**src/rtl/pwm3_pkg.sv**
```systemverilog
// Shared definitions for the three-phase PWM generator: control word
// layout and register addresses.
package pwm3_pkg;

    localparam int ADDR_W   = 3;
    localparam int RATE_W   = 2;

    localparam int ADR_CTRL = 0;
    localparam int ADR_PRD  = 1;
    localparam int ADR_CMP0 = 2;   // phases occupy ADR_CMP0 .. ADR_CMP0+2
    localparam int ADR_DEAD = 5;
    localparam int ADR_CNT  = 6;
    localparam int ADR_STAT = 7;

    // Control word, bit 0 first from the bottom.
    typedef struct packed {
        logic              pol_l;   // [7] lower side active low
        logic              pol_h;   // [6] upper side active low
        logic              half;    // [5] extra interrupt at the peak
        logic [RATE_W-1:0] rate;    // [4:3] interrupt every 2^rate periods
        logic              common;  // [2] U compare drives all phases
        logic              center;  // [1] triangle counting
        logic              en;      // [0] run
    } ctrl_t;

    localparam int CTRL_W = $bits(ctrl_t);

endpackage

```
**src/rtl/pwm3_regs.sv**
```systemverilog
// Register file of the PWM generator: control word, period shadow,
// compare shadows and dead time, plus the combinational read mux.
// Assumes CNT_W >= CTRL_W, CNT_W >= DT_W and three phases in the map.
module pwm3_regs
    import pwm3_pkg::*;
#(
    parameter int CNT_W = 12,
    parameter int DT_W  = 8,
    parameter int NPH   = 3
) (
    input  logic                      clk,
    input  logic                      rst_n,
    input  logic                      wr_en,
    input  logic [ADDR_W-1:0]         wr_addr,
    input  logic [CNT_W-1:0]          wr_data,
    input  logic [ADDR_W-1:0]         rd_addr,
    input  logic [CNT_W-1:0]          cnt_i,
    input  logic                      dir_i,
    output ctrl_t                     ctrl_o,
    output logic [CNT_W-1:0]          prd_sh_o,
    output logic [NPH-1:0][CNT_W-1:0] cmp_sh_o,
    output logic [DT_W-1:0]           dt_o,
    output logic [CNT_W-1:0]          rd_data
);

    ctrl_t                     ctrl_q, ctrl_nxt;
    logic [CNT_W-1:0]          prd_q;
    logic [NPH-1:0][CNT_W-1:0] cmp_q;
    logic [DT_W-1:0]           dt_q;

    // Next control word: polarity is frozen while the generator runs.
    always_comb begin
        ctrl_nxt = ctrl_t'(wr_data[CTRL_W-1:0]);
        if (ctrl_q.en) begin
            ctrl_nxt.pol_h = ctrl_q.pol_h;
            ctrl_nxt.pol_l = ctrl_q.pol_l;
        end
    end

    // Register writes; counter and status addresses are not writable.
    always_ff @(posedge clk) begin
        if (!rst_n) begin
            ctrl_q <= '0;
            prd_q  <= '0;
            cmp_q  <= '0;
            dt_q   <= '0;
        end else if (wr_en) begin
            if (int'(wr_addr) == ADR_CTRL) ctrl_q <= ctrl_nxt;
            if (int'(wr_addr) == ADR_PRD)  prd_q  <= wr_data;
            if (int'(wr_addr) == ADR_DEAD) dt_q   <= wr_data[DT_W-1:0];
            for (int i = 0; i < NPH; i++) begin
                if (int'(wr_addr) == ADR_CMP0 + i) cmp_q[i] <= wr_data;
            end
        end
    end

    // Read mux over stored registers and live counter state.
    always_comb begin
        rd_data = '0;
        if (int'(rd_addr) == ADR_CTRL) rd_data = CNT_W'(ctrl_q);
        if (int'(rd_addr) == ADR_PRD)  rd_data = prd_q;
        if (int'(rd_addr) == ADR_DEAD) rd_data = CNT_W'(dt_q);
        if (int'(rd_addr) == ADR_CNT)  rd_data = cnt_i;
        if (int'(rd_addr) == ADR_STAT) rd_data = CNT_W'(dir_i);
        for (int i = 0; i < NPH; i++) begin
            if (int'(rd_addr) == ADR_CMP0 + i) rd_data = cmp_q[i];
        end
    end

    assign ctrl_o   = ctrl_q;
    assign prd_sh_o = prd_q;
    assign cmp_sh_o = cmp_q;
    assign dt_o     = dt_q;

    AST_POL_LOCK: assert property (@(posedge clk) disable iff (!rst_n)
        $past(ctrl_q.en) |-> $stable(ctrl_q.pol_h) && $stable(ctrl_q.pol_l));

endmodule

```
**src/rtl/pwm3_counter.sv**
```systemverilog
// Shared PWM time base: sawtooth or triangle counter, direction flag,
// double-buffered period and the decimated interrupt pulse.
// Assumes the period is loaded only where the counter restarts at 0.
module pwm3_counter
    import pwm3_pkg::*;
#(
    parameter int CNT_W = 12
) (
    input  logic              clk,
    input  logic              rst_n,
    input  logic              en_i,
    input  logic              center_i,
    input  logic [RATE_W-1:0] rate_i,
    input  logic              half_i,
    input  logic [CNT_W-1:0]  prd_sh_i,
    output logic [CNT_W-1:0]  cnt_o,
    output logic              dir_o,
    output logic              load_o,
    output logic              irq_o
);

    localparam int              DIV_W = (1 << RATE_W) - 1;
    localparam logic [CNT_W-1:0] ONE  = CNT_W'(1);

    logic [CNT_W-1:0] cnt_q, cnt_n, prd_act_q;
    logic             dir_q, dir_n, wrap, peak, irq_q, irq_n;
    logic [DIV_W-1:0] div_q, mask;
    logic [DIV_W:0]   span;

    // Next counter value, direction and boundary events.
    always_comb begin
        cnt_n = cnt_q;
        dir_n = dir_q;
        wrap  = 1'b0;
        peak  = 1'b0;
        if (!en_i) begin
            cnt_n = '0;
            dir_n = 1'b0;
        end else if (!center_i) begin
            dir_n = 1'b0;
            if (cnt_q >= prd_act_q) begin
                wrap  = 1'b1;
                cnt_n = '0;
            end else begin
                cnt_n = cnt_q + ONE;
            end
        end else if (!dir_q) begin
            if (cnt_q >= prd_act_q) begin
                peak = 1'b1;
                if (cnt_q <= ONE) begin
                    wrap  = 1'b1;
                    cnt_n = '0;
                    dir_n = 1'b0;
                end else begin
                    cnt_n = cnt_q - ONE;
                    dir_n = 1'b1;
                end
            end else begin
                cnt_n = cnt_q + ONE;
            end
        end else begin
            if (cnt_q <= ONE) begin
                wrap  = 1'b1;
                cnt_n = '0;
                dir_n = 1'b0;
            end else begin
                cnt_n = cnt_q - ONE;
            end
        end
    end

    // Interrupt decision from the period divider and the peak option.
    always_comb begin
        span  = ({{DIV_W{1'b0}}, 1'b1} << rate_i) - 1'b1;
        mask  = span[DIV_W-1:0];
        irq_n = en_i && ((wrap && ((div_q & mask) == mask)) ||
                         (peak && half_i && (rate_i == '0)));
    end

    // Counter, direction, active period and divider state.
    always_ff @(posedge clk) begin
        if (!rst_n) begin
            cnt_q     <= '0;
            dir_q     <= 1'b0;
            prd_act_q <= '0;
            div_q     <= '0;
            irq_q     <= 1'b0;
        end else begin
            cnt_q <= cnt_n;
            dir_q <= dir_n;
            irq_q <= irq_n;
            if (load_o)     prd_act_q <= prd_sh_i;
            if (!en_i)      div_q     <= '0;
            else if (wrap)  div_q     <= div_q + 1'b1;
        end
    end

    assign load_o = !en_i || wrap;
    assign cnt_o  = cnt_q;
    assign dir_o  = dir_q;
    assign irq_o  = irq_q;

    AST_CNT_IN_RANGE: assert property (@(posedge clk) disable iff (!rst_n)
        cnt_q <= prd_act_q);
    AST_EDGE_DIR_LOW: assert property (@(posedge clk) disable iff (!rst_n)
        $past(!center_i) |-> !dir_q);
    AST_PRD_HOLD: assert property (@(posedge clk) disable iff (!rst_n)
        $past(en_i) && !$past(wrap) |-> $stable(prd_act_q));
    AST_IRQ_NEEDS_RUN: assert property (@(posedge clk) disable iff (!rst_n)
        irq_q |-> $past(en_i));

endmodule

```
**src/rtl/pwm3_phase.sv**
```systemverilog
// One phase: active compare buffer, comparator, dead-time insertion
// and output polarity. Assumes load_i marks the period boundary.
module pwm3_phase #(
    parameter int CNT_W = 12,
    parameter int DT_W  = 8
) (
    input  logic             clk,
    input  logic             rst_n,
    input  logic             en_i,
    input  logic             load_i,
    input  logic [CNT_W-1:0] cmp_src_i,
    input  logic [CNT_W-1:0] cnt_i,
    input  logic [DT_W-1:0]  dt_i,
    input  logic             pol_h_i,
    input  logic             pol_l_i,
    output logic             gate_hi_o,
    output logic             gate_lo_o
);

    localparam logic [DT_W-1:0] RUN_MAX = '1;

    logic [CNT_W-1:0] cmp_act_q;
    logic [DT_W-1:0]  run_q;
    logic             lvl_q, raw, settled, act_hi, act_lo;

    assign raw = cnt_i < cmp_act_q;

    // Active compare value, reloaded only at the period boundary.
    always_ff @(posedge clk) begin
        if (!rst_n)      cmp_act_q <= '0;
        else if (load_i) cmp_act_q <= cmp_src_i;
    end

    // Sampled level and the clocks it has been held, saturating.
    always_ff @(posedge clk) begin
        if (!rst_n || !en_i) begin
            lvl_q <= 1'b0;
            run_q <= '0;
        end else begin
            lvl_q <= raw;
            if (raw != lvl_q)        run_q <= '0;
            else if (run_q != RUN_MAX) run_q <= run_q + 1'b1;
        end
    end

    // Turn-on waits for the dead time; turn-off follows the level.
    always_comb begin
        settled = run_q >= dt_i;
        act_hi  = en_i &&  lvl_q && settled;
        act_lo  = en_i && !lvl_q && settled;
    end

    assign gate_hi_o = act_hi ^ pol_h_i;
    assign gate_lo_o = act_lo ^ pol_l_i;

    AST_CMP_HOLD: assert property (@(posedge clk) disable iff (!rst_n)
        $past(!load_i) |-> $stable(cmp_act_q));
    AST_TURN_ON_GAP: assert property (@(posedge clk) disable iff (!rst_n)
        $rose(act_hi) && (dt_i != '0) |-> $past(!act_lo));

endmodule

```
**src/rtl/pwm3_gen.sv**
```systemverilog
// Top of the three-phase PWM generator: register file, shared time
// base and one phase slice per output pair.
module pwm3_gen
    import pwm3_pkg::*;
#(
    parameter int CNT_W = 12,
    parameter int DT_W  = 8,
    parameter int NPH   = 3
) (
    input  logic              clk,
    input  logic              rst_n,
    input  logic              wr_en,
    input  logic [ADDR_W-1:0] wr_addr,
    input  logic [CNT_W-1:0]  wr_data,
    input  logic [ADDR_W-1:0] rd_addr,
    output logic [CNT_W-1:0]  rd_data,
    output logic [NPH-1:0]    gate_hi,
    output logic [NPH-1:0]    gate_lo,
    output logic              cnt_down,
    output logic              irq
);

    ctrl_t                     ctrl;
    logic [CNT_W-1:0]          prd_sh, cnt;
    logic [NPH-1:0][CNT_W-1:0] cmp_sh;
    logic [DT_W-1:0]           dt;
    logic                      dir, load;

    pwm3_regs #(.CNT_W(CNT_W), .DT_W(DT_W), .NPH(NPH)) u_regs (
        .clk      (clk),
        .rst_n    (rst_n),
        .wr_en    (wr_en),
        .wr_addr  (wr_addr),
        .wr_data  (wr_data),
        .rd_addr  (rd_addr),
        .cnt_i    (cnt),
        .dir_i    (dir),
        .ctrl_o   (ctrl),
        .prd_sh_o (prd_sh),
        .cmp_sh_o (cmp_sh),
        .dt_o     (dt),
        .rd_data  (rd_data)
    );

    pwm3_counter #(.CNT_W(CNT_W)) u_counter (
        .clk      (clk),
        .rst_n    (rst_n),
        .en_i     (ctrl.en),
        .center_i (ctrl.center),
        .rate_i   (ctrl.rate),
        .half_i   (ctrl.half),
        .prd_sh_i (prd_sh),
        .cnt_o    (cnt),
        .dir_o    (dir),
        .load_o   (load),
        .irq_o    (irq)
    );

    for (genvar p = 0; p < NPH; p++) begin : g_phase
        logic [CNT_W-1:0] cmp_src;
        // Shared duty routes the U shadow to every phase.
        assign cmp_src = ctrl.common ? cmp_sh[0] : cmp_sh[p];

        pwm3_phase #(.CNT_W(CNT_W), .DT_W(DT_W)) u_phase (
            .clk       (clk),
            .rst_n     (rst_n),
            .en_i      (ctrl.en),
            .load_i    (load),
            .cmp_src_i (cmp_src),
            .cnt_i     (cnt),
            .dt_i      (dt),
            .pol_h_i   (ctrl.pol_h),
            .pol_l_i   (ctrl.pol_l),
            .gate_hi_o (gate_hi[p]),
            .gate_lo_o (gate_lo[p])
        );
    end

    assign cnt_down = dir;

endmodule

```
**config.mk**
```make
export PLATFORM = sky130hd
export DESIGN_NAME = pwm3_gen
export DESIGN_NICKNAME = d
export VERILOG_FILES = /design/src/rtl/pwm3_pkg.sv /design/src/rtl/pwm3_regs.sv /design/src/rtl/pwm3_counter.sv /design/src/rtl/pwm3_phase.sv /design/src/rtl/pwm3_gen.sv
export SDC_FILE = /design/constraint.sdc
export NUM_CORES = 1
export LEC_CHECK = 0
export ABC_AREA = 1
export BUFFER_PORTS_ARGS = -buffer_cell sky130_fd_sc_hd__buf_2
export CORE_ASPECT_RATIO = 1.1
export CORE_MARGIN = 2
export CORE_UTILIZATION = 45
export CTS_CLUSTER_DIAMETER = 80
export CTS_CLUSTER_SIZE = 40
export DETAILED_ROUTE_END_ITERATION = 10
export PLACE_DENSITY = 0.6
export RECOVER_POWER = 50
export SKIP_CTS_REPAIR_TIMING = 1
export SLEW_MARGIN = 20
export SYNTH_ARGS = -nofsm -noshare
export SYNTH_HDL_FRONTEND = slang
export SYNTH_SLANG_ARGS = --single-unit
```
**constraint.sdc**
```tcl
create_clock -name clk -period 2.1 [get_ports clk]
set_input_delay 0.105 -clock clk [delete_from_list [all_inputs] [get_ports clk]]
set_output_delay 0.105 -clock clk [all_outputs]
set_load 0.05 [all_outputs]
```
==> results of run 1 <==
[cells by family (layout without fill, tap and decap cells)]
kind of cell    after synthesis  count (layout)
simple gates                566             566
buf+inv                     234             284
flops                       156             156
fa+ha+maj                    76              76
compound gates              283             283
xor+xnor                     25              25
other cells                   0               1
mux                           3               3
[routing by layer]
| layer | vias to the layer above | track usage [%] | share of wire, % |
|---|---|---|---|
| li1 | 4472 | - | - |
| met1 | 3946 | 36.39 | 49 |
| met2 | 200 | 37.56 | 44 |
| met3 | 30 | 3.488 | 5.0 |
| met4 | 0 | 7.648 | 1.8 |
| met5 | - | 0 | 0 |
[synth_stat cells, types with 3 or more instances]
cell type / count
buf_6: 3
buf_2: 10
o31ai_1: 5
mux2i_1: 3
nand2_2: 3
o21ai_1: 4
buf_4: 6
a22oi_1: 3
a221oi_1: 4
a21oi_1: 105
dfxtp_1: 156
nor2_2: 3
o21ai_0: 123
nor2_1: 194
xnor2_1: 5
buf_1: 8
nand4_1: 13
nor3_1: 13
xor2_1: 20
a21oi_2: 20
inv_1: 173
nand2_1: 226
ha_1: 76
clkbuf_1: 33
o22ai_1: 4
o2111ai_1: 6
o21a_1: 3
o211ai_1: 3
nand3_1: 108
[flip-flops by register name, summed over array words and instances (netlist names)]
| signal | count |
|---|---|
| u_counter.dir_o | 1 |
| u_regs.cmp_sh_o | 36 |
| u_regs.ctrl_o | 8 |
| u_counter.irq_o | 1 |
| g_phase.u_phase.lvl_q | 3 |
| u_counter.div_q | 3 |
| g_phase.u_phase.cmp_act_q | 36 |
| u_regs.dt_o | 8 |
| u_regs.prd_sh_o | 12 |
| g_phase.u_phase.run_q | 24 |
| u_counter.prd_act_q | 12 |
| u_counter.cnt_o | 12 |
[layout make-up]
class	count	area [um2]	area share (%)
Antenna cell	1	2.502	0.02342
Clock buffer	17	425.4	3.981
Clock inverter	15	143.9	1.347
Inverter	174	664.4	6.218
Multi-Input combinational cell	953	5346	50.04
Sequential cell	156	3137	29.36
Tap cell	252	315.3	2.951
Timing Repair Buffer	78	650.6	6.089
[worst reg2reg max path, delay by kind of cell, from the launching register on]
kind                       cells  cell delay (ps)
buffers and inverters          2              320
DFF                            1              340
and+or+nand+nor               10              970
adders and majority gates      1              300
[path summary, 6_finish.rpt]
path | startpoint | to | slack [ps]
min | wr_data[5] | u_regs.cmp_sh_o[5] | -10
min reg2reg | u_regs.cmp_sh_o[27] | u_regs.cmp_sh_o[27] | 470
max reg2reg | u_counter.cnt_o[0] | g_phase[2].u_phase.cmp_act_q[4] | 70
max | u_regs.dt_o[3] | gate_lo[0] | 0.09
[power breakdown]
group | leakage, nW | internal [mW] | total (mW) | switching [mW]
Combinational | 3.03 | 0.387 | 1.15 | 0.768
Clock | 0.277 | 1.58 | 3.06 | 1.47
Sequential | 1.27 | 3.03 | 3.09 | 0.0553
Total | 4.57 | 5.01 | 7.30 | 2.29
[stage by stage]
stage | hold WS, ps | setup TNS [ps] | setup WS [ps] | utilization, %
after floorplan | 239.9 | 0 | 231.8 | -
after global placement | 395.8 | 0 | 105.0 | 48.93
after detailed placement | 405.0 | 0 | 86.85 | 48.93
after CTS | -52.90 | -1288 | -260.3 | 51.79
after global routing | 10.20 | -1138 | -91.40 | 53.60
final | -14.15 | 0 | 0.08948 | 53.61
==> reports/metrics.cfg, run 1 <==
[cts]
clkTransAtPathRegs_ps = 70
clock-sinks = 156
clk_path_buf_depth = 2
cts_root_buffer = clkbuf_16
cts_tree = yes
cts_max_level = 4
cts_buffers = 17
clkLatencyLatePin_ps = 440

[floorplanning]
core_area_um2 = 19930
initial_core_util_pct = 46.20
fp-row-count = 54
dieArea_um2 = 21630
die_y_um = 154.0
die_w_um = 140.4
io_pins = 41

[yosys]
synth_top_area_share_pct = 33.91
synthTopCellsByArea = dfxtp_1 (34%), ha_1 (10%), nand2_1 (9.2%)
synthAdderAreaFrac_pct = 10.33
synth_area_per_cell_um2 = 6.857
yosys_warnings = 0
syn_nets = 1440
syn_area_um2 = 9209
yosys.area.top_type = dfxtp_1
syn_inst = 1343
synthArstFlopShare_pct = 0
synth_cell_types = 38
synth_simple_gate_area_share_pct = 25.68
synth_top_family_by_area = simple AND/OR/NAND/NOR gates
synth_compound_area_share_pct = 17.21
synth-seq-cells = 156
ys_seq_area_share_pct = 33.91
synth_xor_area_share_pct = 2.378
muxShareOfSynthArea_pct = 0.3261
synth_flop_cell = dfxtp_1
synth_edf_count = 0

[routing]
ant_nets = 0
viasPerCell = 5.254
postRouteWirelength_mm = 26.74
wl_per_cell_um = 16.24
drtIter0Drc = 669
remaining_drc_errors = 0
drt-pass1-iter-count = 6
vias = 8648

[power]
p_leak_nw = 4.575
vdd_ir_drop_max_mv = 0.5922
p_total_mw = 7.301
p_per_area_nw_per_um2 = 683.3

[critical_path]
critPathKind = flop to output pin
crit_family = simple AND/OR/NAND/NOR gates
cpPeakStageDelay_ps = 350
end_kind = output pin
cpMaxStageDelayCell = dfxtp_2
path_depth = 10
cp_num_buf_inv = 3
cp_cell_sequence = inv_4 > ha_4 > inv_2 > o31ai_4 > nand2_2 > nand3_4 > nand2_2 > nand2_2 > nand2_2 > buf_8
rr_worst_depth = 13
crit_path_max_fanout = 4
arrival_ps = 1990
cpMostUsedCell = nand2_2
required_ps = 2000
start_kind = flop

[grt]
grt_pass1_vias = 7692
grt_pass1_wl_mm = 41.86
antenna_found_initial = 0
grt_max_degree = 113
gr-usage-all-layers_pct = 24.78
gr-total-overflow = 0

[timing]
drv_slew = 0
setup_viol = 0
period_share_pct = 100.0
hold_viol = 3
rsz0062_at_grt = true
tightest_slew_ps = 647.3
worst_clock_skew_ps = 13.04
whs_ps = -14.15
min_period_ps = 2100
maxSlewHeadroom_pct = 56.80
max_freq_ghz = 0.4762

[placed_design]
portBuffers = 40
post-dp-hpwl_mm = 19.37
placed_cells = 1606
dpl_cell_area_um2 = 9753
place_congestion = 0.9162

[layout]
nNetsFinal = 1477
layout_commonest_cell = nand2_1
nFillCells = 1963
layout.cells.non_filler = 1646
drive_gt1_share_pct = 13.42
mostFrequentLayoutCells = nand2_1 (219), nor2_1 (192), inv_1 (165), dfxtp_1 (147), o21ai_0 (121)
fin_area_um2 = 10690
syn2layout_area_growth_pct = 16.03

[run]
drv_cap = 0

[run_status]
status = finished, violations left
violations = negative hold slack

[worst_hold_path]
hold_path.class = input pin to flop
worstHoldPathCells = 3

Power figures use the tool's default switching activity.
==> run 2, diff against run 1 <==
--- a/config.mk
+++ b/config.mk
@@ -13,6 +13,7 @@
 export CTS_CLUSTER_DIAMETER = 80
 export CTS_CLUSTER_SIZE = 40
 export DETAILED_ROUTE_END_ITERATION = 10
+export MAX_ROUTING_LAYER = met4
 export PLACE_DENSITY = 0.6
 export RECOVER_POWER = 50
 export SKIP_CTS_REPAIR_TIMING = 1
==> constraint.sdc (replaced) <==
create_clock -name clk -period 2.1 [get_ports clk]
set_input_delay 0.105 -clock clk [delete_from_list [all_inputs] [get_ports clk]]
set_output_delay 0.105 -clock clk [all_outputs]
set_load 0.01 [all_outputs]
==> run 2 against run 1 <==
The flow now finishes without violations. Non-clock buffer count up 6. Setup slack improved by 35 ps. Global-route usage is 0.54 points higher. Routed wire length decreased by 0.64%. Cell count is 0.30% higher.
==> reports/metrics.cfg, run 2 (synthesized netlist as in run 1, its figures left out) <==
[layout]
antenna_cells = 0
layout_commonest_cell = nand2_1
nNetsFinal = 1483
mostFrequentLayoutCells = nand2_1 (227), nor2_1 (195), inv_1 (165), dfxtp_1 (146), o21ai_0 (122)
seqCellArea_um2 = 3138
nFillCells = 1955
final_util_pct = 53.61
drive_gt1_share_pct = 12.01
syn2layout_area_growth_pct = 16.03
multi_input_area_um2 = 5311

[cts]
cts_buffers = 17
clkTransAtPathRegs_ps = 60
cts_tree = yes
clk_path_buf_depth = 2
clock-sinks = 156
cts_root_buffer = clkbuf_16
cts_max_level = 4
clkLatencyLatePin_ps = 430

[timing]
setup_viol = 0
final.setup.tns_ps = 0
tightest_slew_ps = 651.4
hold_viol = 0
worst_clock_skew_ps = 9.882
period_share_pct = 98.32
max_freq_ghz = 0.4843
maxSlewHeadroom_pct = 56.52
rsz0062_at_grt = true
drv_slew = 0
min_period_ps = 2065

[grt]
gr-total-overflow = 0
gr-usage-all-layers_pct = 25.32
grt_pass1_wl_mm = 41.87
grt_pass1_vias = 7795
antenna_found_initial = 0
grt_max_degree = 100

[placed_design]
place_congestion = 0.9156
post-dp-hpwl_mm = 19.59
portBuffers = 40

[worst_hold_path]
hold_path.class = input pin to flop
worstHoldPathCells = 3

[floorplanning]
core_area_um2 = 19930
initial_core_util_pct = 46.20
dieArea_um2 = 21630
die_y_um = 154.0
fp-row-count = 54
die_w_um = 140.4
io_pins = 41

[critical_path]
rr_worst_depth = 12
arrival_ps = 1960
cpPeakStageDelay_ps = 350
cp_num_buf_inv = 2
end_kind = output pin
cpMostUsedCell = nand2_1
path_depth = 10
start_kind = flop
cp_cell_sequence = inv_4 > ha_4 > a21oi_2 > o31ai_4 > nand2_1 > nand3_2 > nand2_1 > nand2_1 > nand2_1 > buf_2
crit_family = simple AND/OR/NAND/NOR gates
cpMaxStageDelayCell = dfxtp_2
required_ps = 2000
critPathKind = flop to output pin
crit_path_max_fanout = 4

[power]
vdd_ir_drop_max_mv = 0.5442
p_leak_nw = 4.591
p_per_area_nw_per_um2 = 707.2

[routing]
ant_nets = 0
postRouteWirelength_mm = 26.57
drtIter0Drc = 614
vias = 8654
drt-pass1-iter-count = 5
viasPerCell = 5.242
wl_per_cell_um = 16.09
remaining_drc_errors = 0

[run]
drv_cap = 0

[run_status]
status = finished clean

[run 2: cell count changes in the layout (fill, tap and decap cells not counted), sizes merged]
cell      previous run  this run
clkinv               2         3
buf                 60        65
bufinv               0         4
clkinvlp             3         1
clkbuf              31        32
inv                184       181
diode                1         0
[run 2: final timing paths]
check / start / end / slack, ps
setup reg to reg: u_counter.prd_act_q[11] / u_counter.prd_act_q[2] / 100
hold / removal: wr_data[5] / u_regs.prd_sh_o[5] / 20
hold reg to reg: u_regs.cmp_sh_o[30] / u_regs.cmp_sh_o[30] / 470
setup / recovery: u_regs.dt_o[1] / gate_lo[0] / 40
[run 2: report_power, final]
part	switching [mW]	internal [mW]	total, mW
combinational	0.687	0.353	1.04
clock	1.39	2.04	3.43
sequential	0.0552	3.03	3.09
total	2.13	5.42	7.56
[run 2: through the flow]
stage / worst slack [ps] / total power, mW / cell area [um2] / instances / hold slack [ps]
after floorplan: 231.8 / 3.789 / 9209 / 1343 / 239.9
after global placement: 105.3 / 4.083 / 9763 / 1609 / 404.5
after detailed placement: 84.03 / 4.093 / 9763 / 1609 / 408.3
after CTS: -104.3 / 7.509 / 10410 / 1641 / -44.08
after global routing: -97.42 / 7.848 / 10690 / 1651 / 26.20
final: 35.37 / 7.556 / 10690 / 1651 / 24.09
[run 2: layer usage]
| layer | share of wire [%] | up-vias | routed length, um | global-route usage, % |
|---|---|---|---|---|
| met2 | 43 | 222 | 11540 | 37.54 |
| met5 | 0 | - | 0 | - |
| met1 | 49 | 3915 | 13040 | 35.93 |
| li1 | - | 4486 | - | - |
| met3 | 5.2 | 31 | 1382 | 3.675 |
| met4 | 2.3 | 0 | 610 | 7.167 |
[run 2: layout make-up]
type                       instances  share of cell area [%]
inverter                         174                   6.218
timing repair buffer              84                   5.738
multi-input combinational        953                   49.71
sequential                       156                   29.37
clock inverter                    15                   2.037
tap                              252                   2.951
clock buffer                      17                   3.981
[run 2: tightest hold or removal path, stage by stage]
cell    delay (ps)
buf_2          160
nor2_1          60
nor2_1          90
==> run 3, diff against run 2 <==
--- a/config.mk
+++ b/config.mk
@@ -8,10 +8,10 @@
 export ABC_AREA = 1
 export BUFFER_PORTS_ARGS = -buffer_cell sky130_fd_sc_hd__buf_2
 export CORE_ASPECT_RATIO = 1.1
-export CORE_MARGIN = 2
+export CORE_MARGIN = 3
 export CORE_UTILIZATION = 45
 export CTS_CLUSTER_DIAMETER = 80
-export CTS_CLUSTER_SIZE = 40
+export CTS_CLUSTER_SIZE = 25
 export DETAILED_ROUTE_END_ITERATION = 10
 export MAX_ROUTING_LAYER = met4
 export PLACE_DENSITY = 0.6
==> run 3 against run 2 <==
The flow now finishes with violations (negative hold slack). Flip-flop and latch count stayed put. Critical path type unchanged. Count of clock-buffer cells in the layout up 1. Routed wire length grew 0.71%.
==> reports/metrics.cfg, run 3 (synthesized netlist as in run 1, its figures left out) <==
[run_status]
status = finished, violations left
violations = negative hold slack

[cts]
clkLatencyLatePin_ps = 430
clk_path_buf_depth = 2
clkTransAtPathRegs_ps = 70
cts_buffers = 17
clock-sinks = 156
cts_max_level = 4
cts_tree = yes
cts_root_buffer = clkbuf_16

[timing]
max_freq_ghz = 0.4950
min_period_ps = 2020
tightest_slew_ps = 1140
worst_clock_skew_ps = 10.89
setup_viol = 0
period_share_pct = 96.21
rsz0062_at_grt = true
whs_ps = -14.50
hold_viol = 4
worst_slack_ps = 79.64
drv_slew = 0
maxSlewHeadroom_pct = 23.99
final.setup.tns_ps = 0

[layout]
mostFrequentLayoutCells = nand2_1 (226), nor2_1 (192), inv_1 (167), dfxtp_1 (147), o21ai_0 (123)
layout.cells.non_filler = 1646
drive_gt1_share_pct = 11.84
fin_area_um2 = 10540
nNetsFinal = 1478
nFillCells = 2041
final_util_pct = 52.68
syn2layout_area_growth_pct = 14.40
antenna_cells = 0
layout_commonest_cell = nand2_1

[routing]
vias = 8736
ant_nets = 0
drt-pass1-iter-count = 5
wl_per_cell_um = 16.26
remaining_drc_errors = 0
viasPerCell = 5.307
postRouteWirelength_mm = 26.76
drtIter0Drc = 690

[grt]
grt_max_degree = 113
gr-usage-all-layers_pct = 25.05
grt_pass1_vias = 7872
gr-total-overflow = 0
grt_pass1_wl_mm = 42.56
antenna_found_initial = 0

[floorplanning]
die_y_um = 156.0
io_pins = 41
dieArea_um2 = 22220
initial_core_util_pct = 46.05
fp-row-count = 54
core_area_um2 = 20000
die_w_um = 142.4

[placed_design]
place_ws_ps = 107.5
dpl_cell_area_um2 = 9771
place_congestion = 0.9399
portBuffers = 40
post-dp-hpwl_mm = 19.67
placed_cells = 1610

[power]
p_leak_nw = 4.540
p_total_mw = 7.156
vdd_ir_drop_max_mv = 0.5252
p_per_area_nw_per_um2 = 679.3

[run]
drv_cap = 0

[critical_path]
crit_path_max_fanout = 4
end_kind = output pin
arrival_ps = 1920
required_ps = 2000
start_kind = flop
critPathKind = flop to output pin

[worst_hold_path]
hold_path.class = input pin to flop

[run 3: cell types whose count changed in the layout (fill, tap and decap cells not counted), moves of 2 or more]
cell	change
a21oi_2	+2
inv_1	+2
nor2_2	+2
buf_6	-2
clkinv_2	+2
a21oi_1	-2
dlygate4sd3_1	-2
nor2_1	-3
bufinv_16	-3
buf_4	-2
[run 3: final cells by class]
class                           count  area, um2  share of cell area [%]
Timing Repair Buffer               79      538.0                   5.107
Tap cell                          252      315.3                   2.993
Clock buffer                       18      439.2                   4.169
Sequential cell                   156       3137                   29.77
Inverter                          174      660.6                   6.271
Clock inverter                     14      130.1                   1.235
Multi-Input combinational cell    953       5315                   50.45
[run 3: critical path, stage by stage (launching register included)]
cell,delay (ps)
dfxtp_2,350
inv_4,70
ha_4,270
inv_1,60
o31ai_2,210
nand2_1,90
nand3_2,130
nand2_1,60
nand2_1,50
nand2_1,60
buf_2,140
[run 3: routing by layer]
metal	up-vias	track usage [%]	routed length, um
li1	4470	-	-
met2	233	37.06	11750
met5	-	-	0
met1	4009	35.79	13160
met3	24	4.016	1467
met4	0	6.247	374
[run 3: power by group]
part / leakage [nW] / internal (mW) / total [mW] / switching (mW)
Clock: 0.281 / 1.69 / 3.05 / 1.36
Combinational: 2.99 / 0.335 / 1.02 / 0.685
Sequential: 1.27 / 3.04 / 3.09 / 0.0505
[run 3: final timing paths]
kind | startpoint | endpoint | slack, ps | depth (start not counted)
setup / recovery | u_regs.dt_o[3] | gate_hi[0] | 80 | 10
hold / removal | wr_data[11] | u_regs.prd_sh_o[11] | -10 | 3
setup reg to reg | u_counter.cnt_o[11] | g_phase[2].u_phase.run_q[6] | 130 | 10
hold reg to reg | u_regs.cmp_sh_o[31] | u_regs.cmp_sh_o[31] | 470 | 2
